===== config.mk =====
export PLATFORM = sky130hd
export DESIGN_NAME = dma_halt_ctl
export DESIGN_NICKNAME = d
export VERILOG_FILES = /design/src/rtl/dma_halt_ctl.sv
export SDC_FILE = /design/constraint.sdc
export NUM_CORES = 1
export LEC_CHECK = 0
export BUFFER_PORTS_ARGS = -buffer_cell sky130_fd_sc_hd__buf_2
export CORE_AREA = 2 2 39 41
export DETAILED_ROUTE_END_ITERATION = 7
export DIE_AREA = 0 0 41 43
export PLACE_DENSITY = 0.76
export SLEW_MARGIN = 20
export SYNTH_ARGS = -nofsm -noshare
export SYNTH_HDL_FRONTEND = slang
export SYNTH_SLANG_ARGS = --single-unit

===== constraint.sdc =====
create_clock -name clk -period 1.46 [get_ports clk]
set_clock_uncertainty 0.05 [all_clocks]
set_input_delay 0.073 -clock clk [delete_from_list [all_inputs] [get_ports clk]]
set_output_delay 0.073 -clock clk [all_outputs]
set_load 0.005 [all_outputs]

===== src/rtl/dma_halt_ctl.sv =====
module dma_halt_ctl #(
  parameter int NCH   = 4,
  parameter int REG_W = 8
) (
  input  logic             clk,
  input  logic             rst_n,
  input  logic             addr_err_evt,
  input  logic             nmi_evt,
  input  logic [NCH-1:0]   chan_en,
  input  logic             unit_busy,
  input  logic             unit_done,
  input  logic             reg_rd,
  input  logic             reg_wr,
  input  logic [REG_W-1:0] reg_wdata,
  output logic [REG_W-1:0] reg_rdata,
  output logic             flag_ae,
  output logic             flag_nmi,
  output logic [NCH-1:0]   permit,
  output logic             stop_req
);
  localparam int ME_BIT  = 0;
  localparam int NMI_BIT = 1;
  localparam int AE_BIT  = 2;

  logic me_q, ae_q, nmi_q, arm_ae, arm_nmi, stop_q;
  logic ae_n, nmi_n, stop_n, clr_ae, clr_nmi, go;
  logic unused_wbits;

  assign unused_wbits = ^reg_wdata[REG_W-1:AE_BIT+1];

  assign clr_ae  = reg_wr && !reg_wdata[AE_BIT]  && arm_ae;
  assign clr_nmi = reg_wr && !reg_wdata[NMI_BIT] && arm_nmi;
  assign ae_n    = addr_err_evt || (ae_q  && !clr_ae);
  assign nmi_n   = nmi_evt      || (nmi_q && !clr_nmi);
  assign stop_n  = !unit_done && ((nmi_evt && unit_busy) || stop_q);
  assign go      = (reg_wr ? reg_wdata[ME_BIT] : me_q) && !ae_n && !(nmi_n && !stop_n);

  always_ff @(posedge clk or negedge rst_n) begin
    if (!rst_n) begin
      me_q    <= 1'b0;
      ae_q    <= 1'b0;
      nmi_q   <= 1'b0;
      arm_ae  <= 1'b0;
      arm_nmi <= 1'b0;
      stop_q  <= 1'b0;
      permit  <= '0;
    end else begin
      if (reg_wr) me_q <= reg_wdata[ME_BIT];
      ae_q    <= ae_n;
      nmi_q   <= nmi_n;
      arm_ae  <= (reg_rd && ae_q)  || (arm_ae  && !reg_wr);
      arm_nmi <= (reg_rd && nmi_q) || (arm_nmi && !reg_wr);
      stop_q  <= stop_n;
      permit  <= go ? chan_en : '0;
    end
  end

  always_comb begin
    reg_rdata          = '0;
    reg_rdata[ME_BIT]  = me_q;
    reg_rdata[NMI_BIT] = nmi_q;
    reg_rdata[AE_BIT]  = ae_q;
  end

  assign flag_ae  = ae_q;
  assign flag_nmi = nmi_q;
  assign stop_req = stop_q;

  p_set_ae_r2: assert property (@(posedge clk) disable iff (!rst_n)
    addr_err_evt |=> flag_ae);
  p_set_nmi_r2: assert property (@(posedge clk) disable iff (!rst_n)
    nmi_evt |=> flag_nmi);
  p_no_write_set_r3: assert property (@(posedge clk) disable iff (!rst_n)
    $rose(flag_ae) |-> $past(addr_err_evt));
  p_clear_armed_r4: assert property (@(posedge clk) disable iff (!rst_n)
    $fell(flag_nmi) |-> $past(reg_wr && !reg_wdata[NMI_BIT] && arm_nmi));
  p_disarm_r5: assert property (@(posedge clk) disable iff (!rst_n)
    (reg_wr && !reg_rd) |=> !arm_ae && !arm_nmi);
  p_ae_halt_r8: assert property (@(posedge clk) disable iff (!rst_n)
    flag_ae |-> permit == '0);
  p_stop_hold_r9: assert property (@(posedge clk) disable iff (!rst_n)
    (stop_req && !unit_done) |=> stop_req);
  p_stop_end_r9: assert property (@(posedge clk) disable iff (!rst_n)
    unit_done |=> !stop_req);
  p_nmi_halt_r10: assert property (@(posedge clk) disable iff (!rst_n)
    (flag_nmi && !stop_req) |-> permit == '0);
  p_reserved_r11: assert property (@(posedge clk) disable iff (!rst_n)
    reg_rdata[REG_W-1:AE_BIT+1] == '0);
endmodule


==> results of run 1 <==
==> report_power, final <==
group | internal [mW] | switching (mW)
combinational | 0.0534 | 0.0458
sequential | 0.292 | 0.00851
clock | 0.0948 | 0.0858
total | 0.440 | 0.140
==> cell usage after synthesis, drive strengths merged <==
cell	n	area [um2]
dfrtp	10	250
buf	8	60.1
nand2	5	18.8
nor4	4	25.0
inv	2	7.50
a21oi	1	5.00
a22o	1	10.0
conb	1	3.75
mux2	1	11.3
nand4bb	1	11.3
nor2	1	3.75
o21a	1	7.51
o21ai	1	5.00
o221a	1	11.3
o31a	1	8.76
or2	1	6.26
==> routing by layer <==
layer,up-vias,GRT usage
li1,188,-
met1,176,0.144
met2,16,0.175
met3,2,0.0314
met4,0,0.100
met5,-,0
==> kinds of logic after synthesis <==
kind of cell / Yosys count
AOI/OAI and AO/OA: 6
buffers and inverters: 10
DFF: 10
muxes: 1
other: 1
and+or+nand+nor: 12
==> cell type report <==
type | instances | area (um2) | area share
Clock buffer | 3 | 22.5 | 0.0356
Inverter | 2 | 7.51 | 0.0119
Multi-Input combinational cell | 24 | 143 | 0.225
Sequential cell | 10 | 250 | 0.395
Tap cell | 16 | 20.0 | 0.0316
Timing Repair Buffer | 31 | 190 | 0.300
==> placed cells by master, fill, tap and decap left out, drive strengths merged <==
master	netlist	layout
a21oi	1	1
a22o	1	1
buf	8	24
clkbuf	0	3
conb	1	5
dfrtp	10	10
dlygate4sd3	0	7
inv	2	2
mux2	1	1
nand2	5	5
nand4bb	1	1
nor2	1	1
nor4	4	4
o21a	1	1
o21ai	1	1
o221a	1	1
o31a	1	1
or2	1	1
==> critical path: stages (launching register included) <==
cell and delay [ns]:
dfrtp_1 0.42, o221a_2 0.34, nor4_1 0.25
==> path summary, 6_finish.rpt <==
path,from,end,depth (start not counted)
max,flag_nmi,permit[2],2
min,reg_rd,arm_nmi,2
max reg2reg,flag_nmi,permit[2],2
min reg2reg,stop_req,stop_req,2
max in group asynchronous,rst_n,stop_req,2
min in group asynchronous,rst_n,permit[2],2
==> flip-flops by register name (all words and copies together) (netlist names) <==
register  count
flag_ae       1
stop_req      1
arm_nmi       1
me_q          1
flag_nmi      1
arm_ae        1
permit        4
==> stage by stage <==
step / instance area [um2] / setup slack (ns) / utilization / instances / hold WS (ns)
after global routing: 633 / 0.217 / 0.458 / 86 / 0.0181
after detailed placement: 541 / 0.313 / 0.391 / 76 / -0.108
after global placement: 541 / 0.356 / 0.391 / 76 / -0.110
after floorplan: 460 / 0.398 / - / 44 / -0.273
after CTS: 633 / 0.301 / 0.458 / 86 / 0.00629
final: 633 / 0.304 / 0.458 / 86 / 0.0143
==> impl_metrics.csv, run 1 <==
group,metric,value,unit
timing,setup_violations,0,
grt,antenna_found_initial,0,
cts,cts_made_buffers,3,
floorplan,core,1380,um2
grt,grt_pass1_vias,347,
worst_setup_path,cp_max_fo,5,
cells_and_area,nNetsFinal,92,
worst_setup_path,start_kind,"flop",
grt,grt_max_degree,11,
cts,clock-root-buffer,"clkbuf_4",
floorplan,die-area,1760,um2
cts,post_cts_buffers,0,
placed_design,io_buffers,24,
synthesis,synthCells,40,
routing,totalWireLength,880,um
worst_setup_path,required,1.56,ns
synthesis,synth_top_family_by_area,"buffers and inverters",
cts,clock_sinks,10,
routing,via_per_inst,4.44,
cts,cts_hold_buf,7,
power,power_density,917,nW/um2
cells_and_area,fill_cells,137,
power,p_total,0.580,mW
grt,grt_pass1_wl,1390,um
synthesis,synth-simple-area-share,0.146,
synthesis,synth_warnings,0,
hold_path,hp-class,"in2reg",
cts,h-tree-depth,1,
routing,routed-wl-met2,423,um
placed_design,hpwl,649,um
cts,cts_tree,"yes",
synthesis,synth_xor_area_frac,0,
synthesis,synth_cell_types,17,
worst_setup_path,worst-setup-path-type,"reg2reg",
power,ir_drop,0.366,mV
timing,tns,0,ns
timing,timing_hold_violations_final,0,
routing,wl_met1,385,um
cells_and_area,antenna_cells,0,
cts,cts_buffer_depth,2,
cts,clkTransAtPathRegs,0.06,ns
floorplan,pin_count,35,
run,cap_violations,0,
floorplan,rows,14,
grt,grt_usage,0.122,
synthesis,avgSynthCellArea,11.1,um2
worst_setup_path,worstPathArrival,1.26,ns
grt,overflow,0,
power,p_leak,0.326,nW
cells_and_area,area_delta_synth_final,42.1,%
synthesis,ys_seq_elements,10,
timing,period_needed,1.16,ns
timing,rsz0062_at_grt,"no",
synthesis,synth.area.mux_share,0.0253,
routing,dr_wl_met3,55,um
cts,insertion_delay,0.26,ns
routing,num_vias,382,
synthesis,synth_compound_area_frac,0.107,
routing,drc,0,
cts,cts-resized-gates,0,
placed_design,gp_congestion,0.654,
worst_setup_path,critPathCaptureType,"flop",
floorplan,initial_utilization,0.322,
routing,wire_per_inst,10.2,um
routing,highest_layer,"met4",
synthesis,synth_seq_area_share,0.562,
routing,dr.pass1.iters,1,
floorplan,fp.dieH,43,um
timing,min_period_over_period,0.792,
outcome,status,"completed",
floorplan,die-width,41,um
timing,maxSlewViolCount,0,
cells_and_area,drive_gt1_frac,0.457,
synthesis,synthAdderAreaFrac,0,
routing,drtAntennaViolNets,0,
timing,fmax,865,MHz
worst_setup_path,rrSetupSlack,0.30,ns
routing,drtIter0Drc,0,
synthesis,synth.cell_area,445,um2
Note: power is estimated with default switching activity, not from simulation.
==> run 2: changes to the inputs <==
--- a/config.mk
+++ b/config.mk
@@ -6,10 +6,10 @@
 export NUM_CORES = 1
 export LEC_CHECK = 0
 export BUFFER_PORTS_ARGS = -buffer_cell sky130_fd_sc_hd__buf_2
-export CORE_AREA = 2 2 39 41
+export CORE_MARGIN = 2
+export CORE_UTILIZATION = 33
 export DETAILED_ROUTE_END_ITERATION = 7
-export DIE_AREA = 0 0 41 43
-export PLACE_DENSITY = 0.76
+export PLACE_DENSITY = 0.78
 export SLEW_MARGIN = 20
 export SYNTH_ARGS = -nofsm -noshare
 export SYNTH_HDL_FRONTEND = slang
==> constraint.sdc (replaced) <==
create_clock -name clk -period 1 [get_ports clk]
set_clock_uncertainty 0.05 [all_clocks]
set_input_delay 0.05 -clock clk [delete_from_list [all_inputs] [get_ports clk]]
set_output_delay 0.05 -clock clk [all_outputs]
set_load 0.005 [all_outputs]
==> impl_metrics.csv, run 2 (synthesis results as in run 1) <==
group,metric,value,unit
hold_path,hp-class,"in2reg",
timing,fin_hold_ws,0.0215,ns
timing,timing_hold_violations_final,0,
cts,cts_tree,"yes",
cells_and_area,area_delta_synth_final,68.3,%
worst_setup_path,critPathCaptureType,"flop",
timing,min_period_over_period,1.07,
timing,rsz0062_at_grt,"yes",
floorplan,die-width,40.7,um
floorplan,rows,13,
cts,clock_sinks,10,
grt,antenna_found_initial,0,
cells_and_area,mostFrequentLayoutCell,"buf_2",
power,power_density,1340,nW/um2
floorplan,pin_count,35,
grt,grt_usage,0.140,
worst_setup_path,cp_max_fo,5,
run,cap_violations,0,
cts,clock-root-buffer,"clkbuf_4",
cells_and_area,antenna_cells,0,
routing,dr.pass1.iters,2,
placed_design,io_buffers,24,
routing,drtIter0Drc,2,
worst_setup_path,timing.critical_path.buf_inv,1,
timing,maxSlewViolCount,0,
floorplan,initial_utilization,0.347,
worst_setup_path,start_kind,"flop",
cells_and_area,regMostFlops,"permit",
worst_setup_path,cp_slowest_cell,"dfrtp_1",
worst_setup_path,critPathTopFamily,"flip-flops",
cts,cts_made_buffers,3,
grt,grt_max_degree,11,
cts,insertion_delay,0.27,ns
placed_design,dpl.cell_count,78,
timing,period_needed,1.07,ns
timing,tns,-0.262,ns
worst_setup_path,worstPathArrival,1.18,ns
cells_and_area,fill_cells,108,
cells_and_area,drive_gt1_frac,0.506,
grt,grt_pass1_wl,1430,um
cells_and_area,seqCellArea,250,um2
cts,h-tree-depth,1,
timing,fmax,930,MHz
cells_and_area,nNetsFinal,98,
power,p_total,1.00,mW
floorplan,fp.dieH,40.7,um
worst_setup_path,required,1.11,ns
routing,wire_per_inst,11.1,um
worst_setup_path,cpPeakStageDelay,0.32,ns
cells_and_area,largest_reg_flops,4,
power,p_leak,0.380,nW
floorplan,die-area,1660,um2
grt,overflow,0,
routing,via_per_inst,4.43,
routing,num_vias,408,
floorplan,core,1280,um2
outcome,violations,"negative setup slack",
grt,grt_pass1_vias,354,
worst_setup_path,worst-setup-path-type,"reg2reg",
routing,drtAntennaViolNets,0,
cts,cts_buffer_depth,2,
worst_setup_path,crit_chain,"inv_1 -> o31a_1 -> or2_4",
cells_and_area,multi_input_area,164,um2
cells_and_area,fin_cells,92,
placed_design,gp_congestion,0.615,
timing,setup_violations,7,
outcome,status,"finished, violations left",
routing,totalWireLength,1020,um
cts,clkTransAtPathRegs,0.06,ns
timing,setup_slack,-0.0747,ns
cells_and_area,final_cell_mix,"buf_2, dfrtp_1, dlygate4sd3_1",
power,ir_drop,0.518,mV
routing,drc,0,
-- run 2: cell count changes in the layout (fill, tap and decap cells not counted), sizes merged --
cell	delta
clkbuf	+1
dlygate4sd3	+2
buf	+4
-- run 2: routing by layer --
layer | routed length (um) | track usage
met5 | 0 | 0
met4 | 22 | 0.0750
met3 | 85 | 0.0489
met2 | 510 | 0.242
met1 | 400 | 0.146
-- run 2: path summary, 6_finish.rpt --
check	slack [ns]	cells past startpoint	from	endpoint
min reg2reg	0.48	1	arm_nmi	arm_nmi
min in group asynchronous	0.11	2	rst_n	permit[3]
min	0.02	2	nmi_evt	flag_nmi
max reg2reg	-0.07	3	arm_ae	flag_ae
max	-0.07	3	arm_ae	flag_ae
max in group asynchronous	0.61	2	rst_n	me_q
-- run 2: worst reg2reg max path, cell delays in order, from the launching register on --
cell,delay (ns)
dfrtp_1,0.32
inv_1,0.04
o31a_1,0.31
or2_4,0.24
-- run 2: area by class of cell --
type | instances | area share
Inverter | 2 | 0.0100
Tap cell | 15 | 0.0250
Multi-Input combinational cell | 24 | 0.219
Sequential cell | 10 | 0.334
Timing Repair Buffer | 37 | 0.364
Clock buffer | 4 | 0.0484
-- run 2: power by group --
part | total (mW) | internal (mW) | leakage [nW] | switching [mW]
logic | 0.202 | 0.118 | 0.237 | 0.0837
registers | 0.438 | 0.426 | 0.122 | 0.0119
clock network | 0.363 | 0.222 | 0.0210 | 0.142
-- run 2: what timing repair did --
action	CTS	global route
setup buffers	1	0
endpoints found under the setup margin	9	9
hold buffers	8	1
endpoints found under the hold margin	17	1
pin swaps	5	0
gates resized for setup	5	3
-- run 2: per-stage QoR --
| stage | area [um2] | util | setup WS (ns) |
|---|---|---|---|
| floorplan | 472 | - | -0.0420 |
| global placement | 573 | 0.446 | -0.0847 |
| detailed placement | 573 | 0.446 | -0.135 |
| CTS | 723 | 0.563 | -0.0753 |
| global route | 749 | 0.583 | -0.133 |
| finish | 749 | 0.583 | -0.0747 |
